**src/rtl/flash_cmd_pkg.sv**
```systemverilog
package flash_cmd_pkg;

    typedef enum logic [1:0] {
        MODE_READ = 2'd0,
        MODE_ASEL = 2'd1,
        MODE_BYP  = 2'd2
    } mode_e;

    typedef enum logic [2:0] {
        SEQ_IDLE,
        SEQ_UNLK1,
        SEQ_UNLK2,
        SEQ_PGM_DATA,
        SEQ_BYP_DATA,
        SEQ_BYP_EXIT
    } seq_e;

    localparam int LOW_W = 11;
    localparam logic [LOW_W-1:0] ADR_FIRST  = 11'h555;
    localparam logic [LOW_W-1:0] ADR_SECOND = 11'h2AA;

    localparam logic [7:0] KEY_A     = 8'hAA;
    localparam logic [7:0] KEY_B     = 8'h55;
    localparam logic [7:0] OP_PGM    = 8'hA0;
    localparam logic [7:0] OP_BYPASS = 8'h20;
    localparam logic [7:0] OP_IDENT  = 8'h90;
    localparam logic [7:0] OP_LEAVE  = 8'h00;
    localparam logic [7:0] OP_READ   = 8'hF0;

endpackage

```
**src/rtl/flash_rst_timer.sv**
```systemverilog
module flash_rst_timer #(
    parameter int LONG_DLY  = 600,
    parameter int SHORT_DLY = 40
) (
    input  logic clk,
    input  logic rst_n,
    input  logic hw_rst_n,
    input  logic op_busy,
    output logic ready
);
    localparam int CNT_W = $clog2(LONG_DLY + 1);

    logic             hw_prev_q;
    logic [CNT_W-1:0] cnt_q;

    always_ff @(posedge clk or negedge rst_n) begin
        if (!rst_n) begin
            hw_prev_q <= 1'b1;
            cnt_q     <= '0;
        end else begin
            hw_prev_q <= hw_rst_n;
            if (!hw_rst_n && hw_prev_q) begin
                cnt_q <= op_busy ? CNT_W'(LONG_DLY) : CNT_W'(SHORT_DLY);
            end else if (cnt_q != '0) begin
                cnt_q <= cnt_q - 1'b1;
            end
        end
    end

    assign ready = hw_rst_n && (cnt_q == '0);

endmodule

```
**src/rtl/flash_cmd_fsm.sv**
```systemverilog
module flash_cmd_fsm
    import flash_cmd_pkg::*;
#(
    parameter int ADDR_W = 22,
    parameter int DATA_W = 16,
    parameter int BANK_W = 3
) (
    input  logic              clk,
    input  logic              rst_n,
    input  logic              hw_rst_n,
    input  logic              wr_ok,
    input  logic              accel,
    input  logic [ADDR_W-1:0] wr_addr,
    input  logic [DATA_W-1:0] wr_data,
    output logic              prog_stb,
    output logic              asel_enter_stb,
    output logic              asel_exit_stb,
    output logic [ADDR_W-1:0] cmd_addr,
    output logic [DATA_W-1:0] cmd_data,
    output mode_e             mode_q,
    output logic [BANK_W-1:0] bank_q
);
    seq_e              seq_q, seq_d;
    mode_e             mode_d;
    logic [BANK_W-1:0] bank_d;
    logic              accel_q;
    logic              pgm_d, ent_d, ext_d;
    logic [7:0]        op;
    logic              at_first, at_second, byp, acc_fall;

    assign op        = wr_data[7:0];
    assign at_first  = (wr_addr[LOW_W-1:0] == ADR_FIRST);
    assign at_second = (wr_addr[LOW_W-1:0] == ADR_SECOND);
    assign byp       = accel || (mode_q == MODE_BYP);
    assign acc_fall  = accel_q && !accel;

    always_comb begin
        seq_d  = seq_q;
        mode_d = mode_q;
        bank_d = bank_q;
        pgm_d  = 1'b0;
        ent_d  = 1'b0;
        ext_d  = 1'b0;
        if (acc_fall) begin
            seq_d  = SEQ_IDLE;
            mode_d = MODE_READ;
        end else if (wr_ok) begin
            unique case (seq_q)
                SEQ_IDLE: begin
                    if (byp) begin
                        if (op == OP_PGM)        seq_d = SEQ_BYP_DATA;
                        else if (op == OP_IDENT) seq_d = SEQ_BYP_EXIT;
                    end else if (op == OP_READ) begin
                        ext_d  = (mode_q == MODE_ASEL);
                        mode_d = MODE_READ;
                    end else if (op == KEY_A && at_first) begin
                        seq_d = SEQ_UNLK1;
                    end
                end
                SEQ_UNLK1: begin
                    seq_d = (op == KEY_B && at_second) ? SEQ_UNLK2 : SEQ_IDLE;
                end
                SEQ_UNLK2: begin
                    seq_d = SEQ_IDLE;
                    if (at_first) begin
                        if (op == OP_PGM) begin
                            seq_d = SEQ_PGM_DATA;
                        end else if (op == OP_BYPASS) begin
                            mode_d = MODE_BYP;
                        end else if (op == OP_IDENT) begin
                            mode_d = MODE_ASEL;
                            bank_d = wr_addr[ADDR_W-1 -: BANK_W];
                            ent_d  = 1'b1;
                        end
                    end
                end
                SEQ_PGM_DATA, SEQ_BYP_DATA: begin
                    pgm_d = 1'b1;
                    seq_d = SEQ_IDLE;
                end
                SEQ_BYP_EXIT: begin
                    if (op == OP_LEAVE) mode_d = MODE_READ;
                    seq_d = SEQ_IDLE;
                end
                default: seq_d = SEQ_IDLE;
            endcase
        end
    end

    always_ff @(posedge clk or negedge rst_n) begin
        if (!rst_n) begin
            seq_q   <= SEQ_IDLE;
            mode_q  <= MODE_READ;
            bank_q  <= '0;
            accel_q <= 1'b0;
        end else if (!hw_rst_n) begin
            seq_q   <= SEQ_IDLE;
            mode_q  <= MODE_READ;
            accel_q <= accel;
        end else begin
            seq_q   <= seq_d;
            mode_q  <= mode_d;
            bank_q  <= bank_d;
            accel_q <= accel;
        end
    end

    always_ff @(posedge clk or negedge rst_n) begin
        if (!rst_n) begin
            prog_stb       <= 1'b0;
            asel_enter_stb <= 1'b0;
            asel_exit_stb  <= 1'b0;
            cmd_addr       <= '0;
            cmd_data       <= '0;
        end else begin
            prog_stb       <= pgm_d && hw_rst_n;
            asel_enter_stb <= ent_d && hw_rst_n;
            asel_exit_stb  <= ext_d && hw_rst_n;
            if (wr_ok && hw_rst_n) begin
                cmd_addr <= wr_addr;
                cmd_data <= wr_data;
            end
        end
    end

endmodule

```
**src/rtl/flash_bank_view.sv**
```systemverilog
module flash_bank_view
    import flash_cmd_pkg::*;
#(
    parameter int ADDR_W = 22,
    parameter int BANK_W = 3
) (
    input  mode_e             mode_q,
    input  logic [BANK_W-1:0] bank_q,
    input  logic [ADDR_W-1:0] rd_addr,
    output logic              id_sel
);
    assign id_sel = (mode_q == MODE_ASEL) && (rd_addr[ADDR_W-1 -: BANK_W] == bank_q);
endmodule

```
**src/rtl/flash_cmd_seq.sv**
```systemverilog
module flash_cmd_seq
    import flash_cmd_pkg::*;
#(
    parameter int ADDR_W    = 22,
    parameter int DATA_W    = 16,
    parameter int LONG_DLY  = 600,
    parameter int SHORT_DLY = 40
) (
    input  logic              clk,
    input  logic              rst_n,
    input  logic              hw_rst_n,
    input  logic              accel,
    input  logic              op_busy,
    input  logic              wr_en,
    input  logic [ADDR_W-1:0] wr_addr,
    input  logic [DATA_W-1:0] wr_data,
    input  logic [ADDR_W-1:0] rd_addr,
    output logic              prog_stb,
    output logic              asel_enter_stb,
    output logic              asel_exit_stb,
    output logic [ADDR_W-1:0] cmd_addr,
    output logic [DATA_W-1:0] cmd_data,
    output logic [1:0]        mode,
    output logic [2:0]        asel_bank,
    output logic              id_sel,
    output logic              ready
);
    localparam int BANK_W = 3;

    mode_e mode_q;
    logic  wr_ok;

    assign wr_ok = wr_en && ready;

    flash_rst_timer #(
        .LONG_DLY (LONG_DLY),
        .SHORT_DLY(SHORT_DLY)
    ) u_timer (
        .clk     (clk),
        .rst_n   (rst_n),
        .hw_rst_n(hw_rst_n),
        .op_busy (op_busy),
        .ready   (ready)
    );

    flash_cmd_fsm #(
        .ADDR_W(ADDR_W),
        .DATA_W(DATA_W),
        .BANK_W(BANK_W)
    ) u_fsm (
        .clk           (clk),
        .rst_n         (rst_n),
        .hw_rst_n      (hw_rst_n),
        .wr_ok         (wr_ok),
        .accel         (accel),
        .wr_addr       (wr_addr),
        .wr_data       (wr_data),
        .prog_stb      (prog_stb),
        .asel_enter_stb(asel_enter_stb),
        .asel_exit_stb (asel_exit_stb),
        .cmd_addr      (cmd_addr),
        .cmd_data      (cmd_data),
        .mode_q        (mode_q),
        .bank_q        (asel_bank)
    );

    flash_bank_view #(
        .ADDR_W(ADDR_W),
        .BANK_W(BANK_W)
    ) u_view (
        .mode_q (mode_q),
        .bank_q (asel_bank),
        .rd_addr(rd_addr),
        .id_sel (id_sel)
    );

    assign mode = accel ? 2'(MODE_BYP) : 2'(mode_q);

endmodule

```
**config.mk**
```make
export PLATFORM = sky130hd
export DESIGN_NAME = flash_cmd_seq
export DESIGN_NICKNAME = d
export VERILOG_FILES = /design/src/rtl/flash_cmd_pkg.sv /design/src/rtl/flash_rst_timer.sv /design/src/rtl/flash_cmd_fsm.sv /design/src/rtl/flash_bank_view.sv /design/src/rtl/flash_cmd_seq.sv
export SDC_FILE = /design/constraint.sdc
export NUM_CORES = 1
export LEC_CHECK = 0
export ABC_AREA = 1
export ABC_CLOCK_PERIOD_IN_PS = 2300
export BUFFER_PORTS_ARGS = -buffer_cell sky130_fd_sc_hd__buf_2
export CAP_MARGIN = 20
export CORE_UTILIZATION = 42
export DETAILED_ROUTE_END_ITERATION = 6
export PLACE_DENSITY = 0.7
export SLEW_MARGIN = 20
export SYNTH_ARGS = -nofsm -noshare
export SYNTH_HDL_FRONTEND = slang
export SYNTH_SLANG_ARGS = --single-unit
```
**constraint.sdc**
```tcl
create_clock -name clk -period 2.3 [get_ports clk]
set_input_delay 0.575 -clock clk [delete_from_list [all_inputs] [get_ports clk]]
set_output_delay 0.575 -clock clk [all_outputs]
set_load 0.05 [all_outputs]
```
; After elaboration in Yosys (flattened, before gate mapping)
; Index checks and enable logic that the tools add are counted.
[classes]
bitwise = 3
muxes = 42
reduce_logical = 23
add_sub_neg = 1
eq_ne = 27
[ops]
columns = operator, n
row1 = $eq 8x8->1 const B, 4
row2 = $mux 10, 3
row3 = $mux 3, 9
row4 = $mux 2, 13
row5 = $reduce_and 8->1, 2
row6 = $mux 1, 15
row7 = $ne 4x2->1 const B, 3
row8 = $eq 11x10->1 const B, 1
row9 = $eq 11x11->1 const B, 1
row10 = $logic_and 1x1->1, 11
row11 = $logic_not 10->1, 1
row12 = $ne 5x2->1 const B, 2
row13 = $reduce_bool 10->1, 1
row14 = $sub 10x1->10 const B, 1
row15 = $pmux 3 s3, 1
row16 = $eq 8x6->1 const B, 1
row17 = $eq 8x7->1 const B, 1
row18 = $logic_not 8->1, 1
row19 = $eq 3x2->1 const B, 2
row20 = $eq 3x3->1 const B, 2
row21 = $ne 6x6->1 const B, 1
row22 = $pmux 2 s3, 1
row23 = $ne 5x1->1 const B, 1
row24 = $ne 5x3->1 const B, 1
row25 = other kinds (14), 17
[totals]
inputBits = 66
ff_bits = 61
out_inout_bits = 48

; Depth between registers and ports, before layout
; Gate-level depths: netlist of the first run.
[logic_depth]
word_depth = 9
mapped_depth = 13

; Modules after synthesis
; A second synthesis of the first run with hierarchy kept.
[hier_totals]
hier_cells = 389
hier_area_um2 = 3144.3
[by_module_without_submodules]
columns = mod, cells_per_inst, n_inst, area_each_um2
row1 = flash_cmd_fsm, 281, 1, 2367.3
row2 = flash_rst_timer, 83, 1, 679.4
row3 = flash_bank_view, 18, 1, 71.3
row4 = flash_cmd_seq, 7, 1, 26.3

; Least setup slack after synthesis of the first run
; Ideal clock, no wire load.
[synth_path]
path_type = reg2out
from = reg u_fsm.bank_q[2]
to = out id_sel
path_slack_ns = -1.639
n_path_buf = 0
t_required_ns = 1.725
arrival_time_ns = 3.364
path_stages_with_launch = 3
cell_sequence = dfrtp_1 -> or2_2 -> a2111oi_0
[synth_between]
elab_chain_len = 2
[synth_rtl]
columns = element, line_no
row1 = from (decl), flash_cmd_fsm.sv:21  ; output logic [BANK_W-1:0] bank_q
row2 = from (signal assigned), flash_cmd_fsm.sv:103  ; bank_q <= bank_d;
row3 = $eq 3x3->1, flash_bank_view.sv:12  ; assign id_sel = (mode_q == MODE_ASEL) && (rd_addr[ADDR_W-1 -: BANK_W] == bank_q);
row4 = $logic_and 1x1->1, flash_bank_view.sv:12
row5 = to (decl), flash_cmd_seq.sv:25  ; output logic id_sel,
; No other way between the ends.

; Final worst setup path of the first run
; Same ends and word-level chain as after synthesis.

==> impl_metrics.yaml, run 1 <==
floorplanning:
  initial_core_util_pct: 44.2
  fp.dieW_um: 87.0
  num_rows: 30
  die_area_mm2: 0.00756
  core-area_mm2: 0.00687
  die_y_um: 87.0
  io_pins: 114
sta:
  fmax_ghz: 0.447
  maxSlewHeadroom_pct: 60.2
  finalSetupViolCount: 0
  worst_pin_slew_ns: 0.597
  report.final.slew_viol_count: 0
  period_share_pct: 97.2
  hold_violations: 0
  skew_ns: 0.00972
  period_minus_slack_ns: 2.24
synth:
  yosysWarningCount: 0
  seq_area_frac_synth_pct: 50.4
  syn_area_per_cell_um2: 8.31
  syn_nets: 433
  synth-seq-cells: 61
  synth_ff_type: "dfrtp_1"
  synthArstFlopShare_pct: 100
  synth.distinct_cells: 29
  synth_edf_count: 0
  syn-cell-area_mm2: 0.00303
  syn_inst: 365
worst_setup_path:
  cp_max_fo: 4
  critical_path_required_ns: 1.73
  critical_path.top_delay_family: "flip-flops"
  crit_path_top_delay_cell: "dfrtp_1"
  r2r_end: "u_fsm.cmd_data[15]"
  cpPeakStageDelay_ns: 0.41
  timing.rr.start: "u_timer.cnt_q[0]"
  critical_path_class: "reg -> out"
  crit_buf_inv: 1
  cp-start-kind: "register"
  r2r_setup_slack_ns: 0.44
  ff2ff_path_depth: 7
  cp.arrival_ns: 1.66
  worstPathCellList: "or2_2 > a2111oi_4 > buf_2"
  cp-end-kind: "output pin"
final_layout:
  layout_common_cells: "buf_2 (93), nand2_1 (87), dfrtp_1 (60), inv_1 (46), nor2_1 (42)"
  final_util_pct: 56.5
  fin_area_mm2: 0.00388
  diodes: 0
  nFillCells: 639
  layout_commonest_cell: "buf_2"
  drive_gt1_share_pct: 28.1
  nets: 537
  area_delta_synth_final_pct: 28.0
  regArea_mm2: 0.00153
  multi_input_area_mm2: 0.00129
cts:
  cts_tree: "yes"
  cts_root_buffer: "clkbuf_8"
  cts_max_level: 3
  holdBufCountCts: 0
  cts_buffers: 9
  cts_sinks: 61
  path_clk_slew_ns: 0.07
  worstSkewPairLatency_ns: 0.34
  clockBufferDepth: 2
power:
  power_density_mw_per_mm2: 978
  total_leakage_power_nw: 2.18
  ir_drop_mv: 0.476
  power_mw: 3.79
global_routing:
  grt_usage_pct: 20.3
  overflow: 0
  antenna_found_initial: 0
  grt_pass1_vias: 2599
  grt_pass1_wl_um: 11800
  grt_max_degree: 50
run_status:
  outcome: "finished, final reports clean"
placed_design:
  hpwlAfterDp_um: 5230
  port_buffers: 94
  place_congestion: 0.878
  dpl_cell_area_mm2: 0.00364
routing:
  antenna_left: 0
  dr.pass1.iters: 4
  vias: 2748
  dr.first_iter.drc_count: 117
  vias_per_cell: 4.82
  drc_errors: 0
  drt_wl_total_um: 6890
  wire_per_inst_um: 12.1
flow_run:
  max-cap-violations: 0
hold_path:
  hold_path_class: "in -> async"
==> synthesized netlist by cell type (2+ instances only) <==
master	n	share of area, %
nand2_1	87	11
nand3_1	21	3.5
nor3_1	4	0.66
inv_1	48	5.9
mux2_1	18	6.7
nor4_1	2	0.41
xor2_1	5	1.4
buf_6	2	0.74
clkbuf_1	4	0.49
o21ai_1	12	2.0
a21oi_1	9	1.5
o21ai_0	19	3.1
nor2_1	44	5.4
dfrtp_1	60	50
ha_1	2	0.82
nand4_1	8	1.7
inv_2	7	0.87
nor2_4	2	0.74
==> repair_timing <==
item / 4_1_cts / 5_1_grt
gates cloned: 0 / 0
pin swaps: 1 / 1
gates resized for setup: 5 / 2
buffers inserted: 1 / 2
endpoints found under the setup margin: 1 / 1
==> per-stage QoR <==
step           hold slack, ns  instances  TNS [ns]  worst slack, ns
6_report                0.232        570         0           0.0644
5_1_grt                 0.283        570   -0.0116          -0.0116
4_1_cts                 0.241        568         0           0.0208
3_5_place_dp            0.473        551         0            0.167
3_3_place_gp            0.464        551         0            0.178
2_1_floorplan           0.279        365         0           0.0686
==> state kept, by name, summed over array words and instances, names as in the netlist, 2 cells and up <==
signal,flops
u_timer.cnt_q,10
u_fsm.mode_q,2
u_fsm.cmd_data,16
u_fsm.cmd_addr,22
u_fsm.seq_q,3
u_fsm.bank_q,3
==> final cells by class <==
cell class	instances	share of cell area, %
clock buffer	11	3.64
clock inverter	5	1.52
inverter	55	5.32
multi-input combinational	243	33.2
sequential	61	39.4
tap	96	3.09
timing repair buffer	99	13.9
==> where the power goes <==
| group | internal, mW | switching, mW | total (mW) |
|---|---|---|---|
| clock network | 0.532 | 0.422 | 0.954 |
| registers | 1.30 | 0.123 | 1.43 |
| logic | 0.391 | 1.02 | 1.42 |
| total | 2.22 | 1.57 | 3.79 |
==> how the worst max path moves through the flow <==
stage	start	end	slack (ns)	cells after the start
floorplan	u_fsm.bank_q[2]	id_sel	0.07	2
global placement	rd_addr[21]	id_sel	0.18	4
detailed placement	rd_addr[21]	id_sel	0.17	4
CTS	u_timer.cnt_q[1]	ready	0.02	7
global route	u_timer.cnt_q[0]	ready	-0.01	7
finish	u_fsm.bank_q[2]	id_sel	0.06	3
==> per-layer routing <==
layer,vias up,routed length [um],track usage (%)
li1,1380,-,-
met1,1281,3060,25.2
met3,17,371,4.36
met4,0,184,10.0
met2,70,3280,33.7
met5,-,0,0
==> kinds of logic (layout without fill, tap and decap cells) <==
kind of cell / Yosys count / in the layout / synth area share (%)
compound gates: 46 / 46 / 8.13
xor+xnor: 5 / 5 / 1.44
fa+ha+maj: 2 / 2 / 0.825
buf+inv: 61 / 170 / 8.04
flops: 61 / 61 / 50.4
mux: 18 / 18 / 6.68
simple gates: 172 / 172 / 24.5
No activity file was read; power rests on OpenSTA's default activity.
==> run 2: changes to the inputs <==
--- a/config.mk
+++ b/config.mk
@@ -7,9 +7,10 @@
 export LEC_CHECK = 0
 export ABC_AREA = 1
 export ABC_CLOCK_PERIOD_IN_PS = 2300
-export BUFFER_PORTS_ARGS = -buffer_cell sky130_fd_sc_hd__buf_2
+export BUFFER_PORTS_ARGS = -buffer_cell sky130_fd_sc_hd__buf_4
 export CAP_MARGIN = 20
 export CORE_UTILIZATION = 42
+export CTS_BUF_LIST = sky130_fd_sc_hd__clkbuf_8
 export DETAILED_ROUTE_END_ITERATION = 6
 export PLACE_DENSITY = 0.7
 export SLEW_MARGIN = 20
==> impl_metrics.yaml, run 2 (synthesis gave the netlist of run 1 again) <==
floorplanning:
  fp.dieW_um: 87.0
  die_y_um: 87.0
  io_pins: 114
  core-area_mm2: 0.00687
  num_rows: 30
  die_area_mm2: 0.00756
  initial_core_util_pct: 44.2
routing:
  wire_per_inst_um: 12.4
  vias_per_cell: 4.83
  dr.pass1.iters: 4
  drt_wl_total_um: 7060
  antenna_left: 0
  vias: 2754
  dr.first_iter.drc_count: 79
  drc_errors: 0
hold_path:
  hold_path_class: "in -> async"
sta:
  report.final.slew_viol_count: 0
  finalSetupViolCount: 0
  skew_ns: 0.0118
  maxSlewHeadroom_pct: 49.7
  whs_ns: 0.309
  fmax_ghz: 0.447
  hold_violations: 0
  period_minus_slack_ns: 2.24
  worst_pin_slew_ns: 0.754
  period_share_pct: 97.2
worst_setup_path:
  cpPeakStageDelay_ns: 0.39
  cp_max_fo: 5
  cp.arrival_ns: 1.66
  worstPathCellList: "inv_2 > ha_1 > nand4_1 > nor2_2 > inv_1 > nor2_2 > buf_6"
  ff2ff_path_depth: 9
  critical_path_required_ns: 1.73
  critical_path_class: "reg -> out"
  cp-end-kind: "output pin"
  r2r_setup_slack_ns: 0.40
  r2r_end: "u_fsm.bank_q[2]"
  worstSetupStartpoint: "u_timer.cnt_q[1]"
  timing.rr.start: "u_timer.cnt_q[1]"
  critPathMostFrequentCell: "nor2_2"
  crit_path_top_delay_cell: "dfrtp_1"
  cp-start-kind: "register"
cts:
  worstSkewPairLatency_ns: 0.33
  cts_tree: "yes"
  cts_max_level: 3
  path_clk_slew_ns: 0.07
  cts_root_buffer: "clkbuf_8"
  cts_sinks: 61
  clockBufferDepth: 2
  cts_buffers: 9
power:
  p_clk_share_pct: 23.7
  power_density_mw_per_mm2: 946
  p_int_mw: 2.31
  comb_power_share_pct: 39.3
  power.share.sequential_pct: 37.1
  ir_drop_mv: 0.431
  total_leakage_power_nw: 2.22
  p_switching_mw: 1.56
  p_sw_share_pct: 40.2
  power_mw: 3.87
final_layout:
  drive_gt1_share_pct: 27.6
  diodes: 0
  largest_reg_flops: 22
  area_delta_synth_final_pct: 34.9
  fin_cells: 570
  layout_commonest_cell: "buf_4"
  nets: 537
  largestRegisters: "u_fsm.cmd_addr (22), u_fsm.cmd_data (16), u_timer.cnt_q (10)"
  largest_register: "u_fsm.cmd_addr"
  layout_common_cells: "buf_4 (97), nand2_1 (87), dfrtp_1 (60), inv_1 (48), nor2_1 (42)"
global_routing:
  overflow: 0
  grt_pass1_wl_um: 11600
  grt_max_degree: 62
  grt_pass1_vias: 2586
  antenna_found_initial: 0
  grt_usage_pct: 19.9
run_status:
  outcome: "finished, final reports clean"
placed_design:
  hpwlAfterDp_um: 5340
  dp_cells: 550
  place_congestion: 0.840
  port_buffers: 94
flow_run:
  max-cap-violations: 0
-- run 2: per-layer routing --
metal  GRT usage [%]  vias to the layer above  part of all wire [%]
li1                -                     1384                     -
met4            9.39                        0                   2.3
met3            4.45                       15                   5.6
met2            33.1                       81                    48
met1            24.5                     1274                    44
met5               0                        -                     0
-- run 2: worst max path at each step --
stage	endpoint	slack, ns	cells after the start
final	ready	0.06	7
after floorplan	id_sel	0.07	2
after detailed placement	id_sel	0.23	4
after global routing	ready	-0.02	7
after CTS	ready	0.000008	7
after global placement	id_sel	0.23	4
-- run 2: layout make-up --
type	count	area, um2
Clock inverter	6	55.1
Multi-Input combinational cell	243	1280
Fill cell	624	2780
Clock buffer	10	138
Inverter	55	206
Timing Repair Buffer	99	759
Sequential cell	61	1530
Tap cell	96	120
-- run 2: power groups by stage --
stage	Clock, mW	Sequential (mW)	Combinational (mW)
floorplan	0	1.97	0.501
global placement	0	1.44	1.48
detailed placement	0	1.45	1.50
CTS	0.943	1.43	1.50
global route	0.977	1.46	1.65
finish	0.916	1.43	1.52
-- run 2: what timing repair did --
item / in CTS / in global routing
pin swaps: 0 / 1
setup buffers: 0 / 4
endpoints found under the setup margin: 1 / 1
resized for setup: 2 / 3
hold buffers: 0 / 0
-- run 2: critical path: cells and delay by family (launching register included) --
family / cells / cell delay (ns)
flops: 1 / 0.39
simple gates: 3 / 0.41
fa+ha+maj: 1 / 0.17
buf+inv: 3 / 0.36
-- run 2: through the flow --
| stage | cell area [um2] | TNS, ns | setup slack (ns) | util (%) |
|---|---|---|---|---|
| 6_report | 4090 | 0 | 0.0639 | 59.6 |
| 5_1_grt | 4090 | -0.0241 | -0.0241 | 59.6 |
| 4_1_cts | 4060 | 0 | 0.00000844 | 59.1 |
| 3_5_place_dp | 3860 | 0 | 0.227 | 56.2 |
| 3_3_place_gp | 3860 | 0 | 0.228 | 56.2 |
| 2_1_floorplan | 3050 | 0 | 0.0686 | - |
==> run 3: changes to the inputs <==
--- a/config.mk
+++ b/config.mk
@@ -6,7 +6,7 @@
 export NUM_CORES = 1
 export LEC_CHECK = 0
 export ABC_AREA = 1
-export ABC_CLOCK_PERIOD_IN_PS = 2300
+export ABC_CLOCK_PERIOD_IN_PS = 2560
 export BUFFER_PORTS_ARGS = -buffer_cell sky130_fd_sc_hd__buf_4
 export CAP_MARGIN = 20
 export CORE_UTILIZATION = 42
==> constraint.sdc (replaced) <==
create_clock -name clk -period 2.56 [get_ports clk]
set_input_delay 0.64 -clock clk [delete_from_list [all_inputs] [get_ports clk]]
set_output_delay 0.64 -clock clk [all_outputs]
set_load 0.05 [all_outputs]
==> impl_metrics.yaml, run 3 (synthesis gave the netlist of run 1 again) <==
sta:
  fmax_ghz: 0.417
  period_share_pct: 93.7
  setup_ws_ns: 0.162
  skew_ns: 0.00743
  maxSlewHeadroom_pct: 50.3
  finalSetupViolCount: 0
  rsz0062_at_grt: "false"
  report.final.slew_viol_count: 0
  worst_pin_slew_ns: 0.746
  fin_tns_setup_ns: 0
  hold_violations: 0
  period_minus_slack_ns: 2.40
floorplanning:
  die_y_um: 87.0
  num_rows: 30
  die_area_mm2: 0.00756
  core-area_mm2: 0.00687
  fp.dieW_um: 87.0
  io_pins: 114
  initial_core_util_pct: 44.2
global_routing:
  grt_max_degree: 62
  grt_usage_pct: 20.7
  grt_pass1_vias: 2723
  overflow: 0
  grt_pass1_wl_um: 12000
  antenna_found_initial: 0
final_layout:
  fin_cells: 567
  largest_register: "u_fsm.cmd_addr"
  drive_gt1_share_pct: 27.0
  largest_reg_flops: 22
  layout_commonest_cell: "buf_4"
  layout_common_cells: "buf_4 (97), nand2_1 (87), dfrtp_1 (60), inv_1 (48), nor2_1 (43)"
  largestRegisters: "u_fsm.cmd_addr (22), u_fsm.cmd_data (16), u_timer.cnt_q (10)"
  nets: 535
  diodes: 0
  area_delta_synth_final_pct: 34.7
routing:
  dr.first_iter.drc_count: 105
  drc_errors: 0
  wire_per_inst_um: 12.6
  vias: 2704
  antenna_left: 0
  dr.pass1.iters: 4
  vias_per_cell: 4.77
  drt_wl_total_um: 7120
worst_setup_path:
  cp-end-kind: "output pin"
  timing.rr.start: "u_timer.cnt_q[0]"
  cp-start-kind: "register"
  critical_path_class: "reg -> out"
  r2r_setup_slack_ns: 0.48
  cp.arrival_ns: 1.76
  critical_path_required_ns: 1.92
  cp_max_fo: 6
  ff2ff_path_depth: 7
  r2r_end: "u_fsm.cmd_addr[8]"
cts:
  post_cts_resize_count: 0
  post-cts-setup-buffers: 0
  holdBufCountCts: 0
  cts_root_buffer: "clkbuf_8"
  cts_buffers: 9
  path_clk_slew_ns: 0.07
  worstSkewPairLatency_ns: 0.34
  cts_max_level: 3
  cts_sinks: 61
  cts_tree: "yes"
  clockBufferDepth: 2
placed_design:
  dp_cells: 552
  port_buffers: 94
  hpwlAfterDp_um: 5500
  place_congestion: 0.836
  place_ws_ns: 0.348
power:
  power_density_mw_per_mm2: 876
  ir_drop_mv: 0.376
  total_leakage_power_nw: 2.20
hold_path:
  hold_path_class: "in -> async"
flow_run:
  max-cap-violations: 0
run_status:
  outcome: "finished, final reports clean"
-- run 3: per-layer routing --
metal	share of wire, %	vias to the layer above	global-route usage [%]
met5	0	-	0
met4	2.3	0	9.09
met3	4.8	13	4.64
met2	47	65	35.6
met1	45	1256	24.8
li1	-	1370	-
-- run 3: critical path, cell delays in order (launching register included) --
cell,delay (ns)
dfrtp_1,0.38
inv_1,0.16
ha_1,0.20
nand4_1,0.10
nor2_2,0.18
inv_1,0.08
nor2_1,0.11
buf_4,0.21
-- run 3: how the worst max path moves through the flow --
stage                     startpoint  endpoint  slack, ns  depth (start not counted)
finish              u_timer.cnt_q[0]     ready       0.16                          7
floorplan            u_fsm.bank_q[2]    id_sel       0.26                          2
global route        u_timer.cnt_q[0]     ready      0.002                          7
CTS                 u_timer.cnt_q[0]     ready       0.09                          7
detailed placement       rd_addr[21]    id_sel       0.35                          4
global placement         rd_addr[21]    id_sel       0.36                          4
-- run 3: stage by stage --
step | util [%] | power, mW | hold WS [ns] | instance area (um2)
final | 59.5 | 3.58 | 0.367 | 4090
after floorplan | - | 2.22 | 0.344 | 3050
after CTS | 59.5 | 3.62 | 0.396 | 4080
after detailed placement | 56.2 | 2.65 | 0.476 | 3860
after global placement | 56.2 | 2.62 | 0.470 | 3860
after global routing | 59.5 | 3.79 | 0.421 | 4090
-- run 3: area by class of cell --
type	instances	area, um2
flip-flops and latches	61	1530
well taps	96	120
fillers	637	2780
clock buffers	10	138
multi-input cells	243	1280
clock inverters	5	83.8
repair buffers	97	728
inverters	55	206
-- run 3: power by group --
part	total, mW	internal [mW]	switching, mW
combinational	1.34	0.425	0.913
sequential	1.29	1.17	0.118
clock	0.954	0.572	0.382
total	3.58	2.17	1.41
